### src/rtl/hbgs_pkg.sv
package hbgs_pkg;
  // Sequencer phases: idle-after-reset/clear, waiting for the outgoing gate,
  // guard time, gate conducting, latched fault.
  typedef enum logic [2:0] {
    ST_OFF  = 3'd0,
    ST_HSK  = 3'd1,
    ST_DEAD = 3'd2,
    ST_ON   = 3'd3,
    ST_FLT  = 3'd4
  } seq_st_e;
endpackage

### src/rtl/hbgs_sync.sv
// Multi-bit bank of independent flop chains for asynchronous single-bit inputs.
module hbgs_sync #(
  parameter int W      = 3,
  parameter int STAGES = 2   // must be at least 2
) (
  input  logic         clk,
  input  logic         rst_n,
  input  logic [W-1:0] d,
  output logic [W-1:0] q
);
  logic [STAGES-1:0][W-1:0] stg;

  always_ff @(posedge clk or negedge rst_n) begin
    if (!rst_n) stg <= '0;
    else        stg <= {stg[STAGES-2:0], d};
  end

  assign q = stg[STAGES-1];
endmodule

### src/rtl/hbgs_dcnt.sv
// Loadable down counter that stops at zero.
module hbgs_dcnt #(
  parameter int W = 8
) (
  input  logic         clk,
  input  logic         rst_n,
  input  logic         ld,
  input  logic [W-1:0] ld_val,
  input  logic         dec,
  output logic         zero
);
  logic [W-1:0] cnt;
  logic         cnt_ce;
  logic [W-1:0] cnt_d;

  always_comb begin
    cnt_ce = ld || (dec && (cnt != '0));
    cnt_d  = ld ? ld_val : (cnt - 1'b1);
  end

  always_ff @(posedge clk or negedge rst_n) begin
    if (!rst_n)      cnt <= '0;
    else if (cnt_ce) cnt <= cnt_d;
  end

  assign zero = (cnt == '0);
endmodule

### src/rtl/hbgs_ctrl.sv
// Switching state machine: handshake, guard time, pulldown window, fault latch.
module hbgs_ctrl
  import hbgs_pkg::*;
(
  input  logic clk,
  input  logic rst_n,
  input  logic pwm_s,
  input  logic vh_s,
  input  logic vl_s,
  input  logic flt_clr,
  input  logic win_zero,
  input  logic dead_zero,
  output logic win_ld,
  output logic win_dec,
  output logic dead_ld,
  output logic dead_dec,
  output logic hs_en,
  output logic ls_en,
  output logic hs_pd,
  output logic ls_pd,
  output logic gate_flt
);
  seq_st_e st, st_d;
  logic    tgt, tgt_d;       // commanded side: 1 = high side
  logic    win_act, win_d;
  logic    hs_d, ls_d;
  logic    in_v, out_v;
  logic    start, win_end, flt_hit;

  always_comb begin
    in_v    = tgt ? vh_s : vl_s;
    out_v   = tgt ? vl_s : vh_s;
    start   = (st != ST_FLT) && ((st == ST_OFF) || (pwm_s != tgt));
    win_end = win_act && win_zero && !start;
    flt_hit = (st != ST_FLT) && win_end && (!in_v || out_v);

    st_d  = st;
    tgt_d = tgt;
    win_d = win_act;
    if (st == ST_FLT) begin
      if (flt_clr) st_d = ST_OFF;
    end else if (flt_hit) begin
      st_d  = ST_FLT;
      win_d = 1'b0;
    end else if (start) begin
      st_d  = ST_HSK;
      tgt_d = pwm_s;
      win_d = 1'b1;
    end else begin
      if (win_end) win_d = 1'b0;
      case (st)
        ST_HSK:  if (!out_v) st_d = ST_DEAD;
        ST_DEAD: begin
          if (out_v)          st_d = ST_HSK;
          else if (dead_zero) st_d = ST_ON;
        end
        default: st_d = st;
      endcase
    end

    hs_d     = (st_d == ST_ON) && tgt_d;
    ls_d     = (st_d == ST_ON) && !tgt_d;
    win_ld   = start;
    win_dec  = win_act && !start;
    dead_ld  = (st == ST_HSK) && (st_d == ST_DEAD);
    dead_dec = (st == ST_DEAD);
  end

  always_ff @(posedge clk or negedge rst_n) begin
    if (!rst_n) begin
      st      <= ST_OFF;
      tgt     <= 1'b0;
      win_act <= 1'b0;
      hs_en   <= 1'b0;
      ls_en   <= 1'b0;
    end else begin
      st      <= st_d;
      tgt     <= tgt_d;
      win_act <= win_d;
      hs_en   <= hs_d;
      ls_en   <= ls_d;
    end
  end

  assign hs_pd    = win_act && !tgt;
  assign ls_pd    = win_act && tgt;
  assign gate_flt = (st == ST_FLT);
endmodule

### src/rtl/hb_gate_seq.sv
module hb_gate_seq #(
  parameter int CNT_W       = 8,
  parameter int SYNC_STAGES = 2
) (
  input  logic             clk,
  input  logic             rst_n,
  input  logic             pwm_in,
  input  logic             vgs_hi_on,
  input  logic             vgs_lo_on,
  input  logic [CNT_W-1:0] cfg_tdrive,
  input  logic [CNT_W-1:0] cfg_tdead,
  input  logic             flt_clr,
  output logic             hs_en,
  output logic             ls_en,
  output logic             hs_pd,
  output logic             ls_pd,
  output logic             gate_flt
);
  localparam int NSYNC = 3;

  logic [NSYNC-1:0] raw_in, syn_out;
  logic pwm_s, vh_s, vl_s;
  logic win_ld, win_dec, win_zero;
  logic dead_ld, dead_dec, dead_zero;

  assign raw_in = {pwm_in, vgs_hi_on, vgs_lo_on};
  assign {pwm_s, vh_s, vl_s} = syn_out;

  hbgs_sync #(.W(NSYNC), .STAGES(SYNC_STAGES)) u_sync (
    .clk(clk), .rst_n(rst_n), .d(raw_in), .q(syn_out)
  );

  hbgs_dcnt #(.W(CNT_W)) u_win_cnt (
    .clk(clk), .rst_n(rst_n), .ld(win_ld), .ld_val(cfg_tdrive),
    .dec(win_dec), .zero(win_zero)
  );

  hbgs_dcnt #(.W(CNT_W)) u_dead_cnt (
    .clk(clk), .rst_n(rst_n), .ld(dead_ld), .ld_val(cfg_tdead),
    .dec(dead_dec), .zero(dead_zero)
  );

  hbgs_ctrl u_ctrl (
    .clk(clk), .rst_n(rst_n), .pwm_s(pwm_s), .vh_s(vh_s), .vl_s(vl_s),
    .flt_clr(flt_clr), .win_zero(win_zero), .dead_zero(dead_zero),
    .win_ld(win_ld), .win_dec(win_dec), .dead_ld(dead_ld), .dead_dec(dead_dec),
    .hs_en(hs_en), .ls_en(ls_en), .hs_pd(hs_pd), .ls_pd(ls_pd),
    .gate_flt(gate_flt)
  );
endmodule

### config.mk
export PLATFORM = sky130hd
export DESIGN_NAME = hb_gate_seq
export DESIGN_NICKNAME = d
export VERILOG_FILES = /design/src/rtl/hbgs_pkg.sv /design/src/rtl/hbgs_sync.sv /design/src/rtl/hbgs_dcnt.sv /design/src/rtl/hbgs_ctrl.sv /design/src/rtl/hb_gate_seq.sv
export SDC_FILE = /design/constraint.sdc
export NUM_CORES = 1
export LEC_CHECK = 0
export BUFFER_PORTS_ARGS = -buffer_cell sky130_fd_sc_hd__buf_2
export CAP_MARGIN = 10
export CORE_MARGIN = 5
export CORE_UTILIZATION = 60
export DETAILED_ROUTE_END_ITERATION = 16
export GPL_TIMING_DRIVEN = 0
export MAX_ROUTING_LAYER = met4
export PLACE_DENSITY = 0.84
export SKIP_CTS_REPAIR_TIMING = 1
export SLEW_MARGIN = 20
export SYNTH_ARGS = -nofsm -noshare
export SYNTH_HDL_FRONTEND = slang
export SYNTH_HIERARCHICAL = 1
export SYNTH_SLANG_ARGS = --single-unit
export TNS_END_PERCENT = 50
### constraint.sdc
create_clock -name clk -period 5.95 [get_ports clk]
set_input_delay 1.4875 -clock clk [delete_from_list [all_inputs] [get_ports clk]]
set_output_delay 1.4875 -clock clk [all_outputs]
set_load 0.05 [all_outputs]
==> impl_results.md <==
* Result of the run: completed
* Portion of the post-synthesis area used by sequential elements at 43.1%
* Max Clock Freq at between 300 and 400 MHz
* 1st-iter DRT viols at 150
* Max Slew Vio Count at 0
* Later-pin clock latency in the skew report at 0.32 ns
* Critical-path maximum fanout at 10
* Post-synthesis simple-gate area fraction at between 20% and 30%
* Number of top-level pins at 27
* Critical path type: register to register
* Routed met3 length at approximately 200 um
* Combined area of the multi-input logic cells at approximately 870 um2
* Max-cap violation count at 0
* Worst voltage drop across the vdd grid at 0.211 mV
* Beginning of the critical path: u_win_cnt/cnt[0]$_DFFE_PN0P_
* Fraction of final layout cells sized beyond drive strength 1 at between 20% and 30%
* Pin slew with the least headroom to its limit at a little over 0.8 ns
* Fin crit share at between 50% and 60%
* Summed negative setup slack over all endpoints at 0 ns
* Power density cells at between 300 and 400 mW/mm2
* Layout fillers at 215
* Total clock sinks at 29
* Xor-xnor portion of the synthesized cell area at less than 1%
* RD Place Congestion at 0.893
* Yosys warnings at 6
* Core box area at 0.00273 mm2
* CTS clk-pin slew, worst paths at approximately 0.10 ns
* Number of synthesized register bits at 29
* Most frequent cell on the critical path: nor2_1
* Top delay family on crit path: simple AND/OR/NAND/NOR gates
* Final ANT Viol Nets at 0
* Maximum number of pins on one net before global-route repair at 30
* Buffer type at the clock tree root: clkbuf_4
* Antenna cells at 0
* Routed WL at ~3.7 mm
* Average cell area after synthesis at ~9.4 um2
* Launching element type of the critical path: register
* Crit path arrival time at approximately 3.5 ns
* CTS Buffer Depth at 2
* Number of nets in the layout at roughly 240
* Critical register-to-register path startpoint: u_win_cnt/cnt[0]$_DFFE_PN0P_
* Global-route wire length before repair at 6.42 mm
* Sequential cell area at 726 um2
* Final Critical Period at between 3 and 4 ns
* Biggest area contributors in the synthesized netlist: dfrtp_1 (43%), nor2_1 (3.6%), nor3b_1 (3.1%)
* Number of distinct library cells after synthesis at between 40 and 50
* Worst-path cell with the longest stage delay: nor4b_1
* Vias at between 1.5k and 2k
* Adder-cell area share of the yosys netlist at approximately 3.0%
* Kind of capture point of the worst setup path: register
* Final global-route overflow total at 0
* Share of synthesized area spent on multiplexers at less than 1%
* Netlist area before placement at around 0.0017 mm2
* Post-synth EDFFs at 0
* # rows at 19
* Horiz. Die Dim at between 60 and 70 um
* Clock buffers created by TritonCTS at 5
* Routed met1 length at between 1.5 and 2 mm
* Wire length per cell after detailed routing at 15.1 um
* Class of the most critical hold timing path: register to register
* Post-synth top area cell: dfrtp_1
* Top routing layer used: met4
* CTS HTree Levels at 2
* Final worst slack at between 2 and 3 ns
* Worst setup skew after layout at about 0.013 ns
* Global Route Usage Sum at 20.3%
* DRC at 0
* Net count after synthesis at between 200 and 250
* Final std cell area, no fill at just under 0.002 mm2
* RSZ-0062 raised after global routing: false
* Die ar. at between 0.003 and 0.004 mm2
* Number of detailed-routing iterations run before antenna repair at 4
* HPWL reported at the end of detailed placement at 2.68 mm
* P_leak at roughly 0.00083 uW
* Met2 WL at 1.78 mm
* Final design utilization at 70.3%
* Synthesized instance count at 179
* Initial Utilization at between 60% and 70%
* Crit-path max cell delay at approximately 0.7 ns
* Number of antenna violations at the first check in global routing at 0
* Quantity of I/O buffers inserted on ports at 26
* Area added between synthesis and finish at 14.2%
* Hold Crit Start: u_sync/stg[0]$_DFF_PN0_
* Worst setup timing slack at the placement stage at roughly 2.8 ns
* Vias per Instance at between 6 and 7
* Compound-gate portion of the synthesized area at 21.7%
* Cell breakdown of the critical path: inv_1 -> ha_1 -> or3b_2 -> nor2_1 -> a311oi_1 -> nor2_1 -> nor4b_1 -> clkinv_1 -> o311a_1 -> a221o_1
* Clock tree from TritonCTS: yes
* Endpoints failing hold at 0
* Required @ worst endpoint at ~6.2 ns
* Die Y at 63.0 um
* Predominant post-synthesis flop cell: dfrtp_1
* Main combinational cell family by area after synthesis: simple AND/OR/NAND/NOR gates
* Vias in the first global route at around 1.5k
* Tightest slew margin relative to the limit at 44.3%
* Share of synthesized flip-flops with an asynchronous set or reset at 100%
* Bufs and invs on worst path at 2
* Area post-placement at around 0.0019 mm2
* Final setup vio count at 0
* Share of Yosys cell area claimed by the top area cell type at 43.1%
worst paths after layout:
path | cells past startpoint | slack, ns | end
max in group asynchronous | 1 | 4.34 | u_sync/stg[2]$_DFF_PN0_
min in group asynchronous | 1 | 1.18 | u_win_cnt/cnt[0]$_DFFE_PN0P_
max | 10 | 2.69 | u_dead_cnt/cnt[7]$_DFFE_PN0P_
min reg2reg | 0 | 0.36 | u_sync/q[0]$_DFF_PN0_
max reg2reg | 10 | 2.69 | u_dead_cnt/cnt[7]$_DFFE_PN0P_
min | 0 | 0.36 | u_sync/q[0]$_DFF_PN0_
layout make-up:
type,count,area share (%)
buffer,8,2.47
clock buffer,7,3.38
clock inverter,1,0.260
inverter,11,2.15
multi-input combinational,131,45.2
sequential,29,37.7
tap,31,2.02
timing repair buffer,26,6.77
report_power, final:
group | switching (uW) | internal (uW) | leakage (uW) | total (uW)
clock network | 67.2 | 68.4 | 0.0000413 | 136
registers | 49.8 | 240 | 0.000343 | 290
logic | 114 | 89.1 | 0.000442 | 203
total | 231 | 398 | 0.000826 | 629
worst reg2reg max path, stage by stage, from the launching register on:
cell	delay (ns)
dfrtp_1	0.39
inv_1	0.09
ha_1	0.24
or3b_2	0.23
nor2_1	0.08
a311oi_1	0.30
nor2_1	0.11
nor4b_1	0.70
clkinv_1	0.49
o311a_1	0.25
a221o_1	0.25
kinds of logic after synthesis:
kind of cell | after synthesis
AND/OR/NAND/NOR | 76
AO/OA/AOI/OAI | 49
flip-flops | 29
buffers and inverters | 19
adder cells (fa/ha/maj) | 4
XOR/XNOR | 1
multiplexers | 1
sequential cells by signal (all words and copies together), names as in the netlist:
name,count
u_ctrl/st,3
u_ctrl/ls_en,1
u_dead_cnt/cnt,8
u_win_cnt/cnt,8
u_ctrl/win_act,1
u_ctrl/hs_en,1
u_sync/stg,3
u_sync/q,3
u_ctrl/tgt,1
through the flow:
| stage | instances | hold WS (ns) | total power, uW |
|---|---|---|---|
| finish | 244 | 0.357 | 629 |
| global route | 244 | 0.372 | 680 |
| CTS | 244 | 0.361 | 631 |
| detailed placement | 236 | 0.336 | 494 |
| global placement | 236 | 0.335 | 477 |
| floorplan | 179 | 0.331 | 437 |
layout by cell type (no fill, tap or decap), types with 2 or more instances in the layout:
| cell | n |
|---|---|
| nor3b_1 | 7 |
| nor4_1 | 2 |
| ha_1 | 4 |
| or3b_2 | 2 |
| o221ai_1 | 2 |
| o311a_1 | 2 |
| o2111ai_1 | 2 |
| o211ai_1 | 2 |
| inv_1 | 8 |
| or3b_1 | 2 |
| nand4_1 | 4 |
| o21ai_0 | 8 |
| buf_2 | 28 |
| nor2_1 | 16 |
| buf_4 | 4 |
| nor3_1 | 7 |
| or3_1 | 2 |
| nand3_1 | 4 |
| o31ai_1 | 3 |
| o211a_1 | 3 |
| clkbuf_4 | 5 |
| a2bb2oi_1 | 2 |
| a221o_1 | 5 |
| a31oi_1 | 4 |
| clkbuf_1 | 2 |
| clkbuf_8 | 2 |
| or4_1 | 6 |
| a211o_2 | 2 |
| a21oi_1 | 8 |
| clkinv_1 | 2 |
| nand2_1 | 11 |
| a211o_1 | 2 |
| dfrtp_1 | 29 |
| nor2b_1 | 6 |
cells in the mapped netlist (all sizes together) (2+ instances only):
cell,instances
nor3,7
a221o,5
o311a,2
nor2,17
nand3,4
o21ai,8
a31oi,4
nor4,2
clkinv,2
o221ai,2
or3b,4
inv,9
clkbuf,2
o211ai,2
nor2b,6
buf,6
a211o,4
or3,2
dfrtp,29
a2bb2oi,2
a21oi,8
o2111ai,2
o31ai,3
or4,6
ha,4
o211a,3
nand4,4
nand2,12
nor3b,7
per-layer routing:
metal  GRT usage, %  vias up
met3           3.96        4
met2           30.4       46
met1           26.9      755
met4           8.22        0
li1               -      744
met5              -        -
Note: power is estimated with default switching activity, not from simulation.
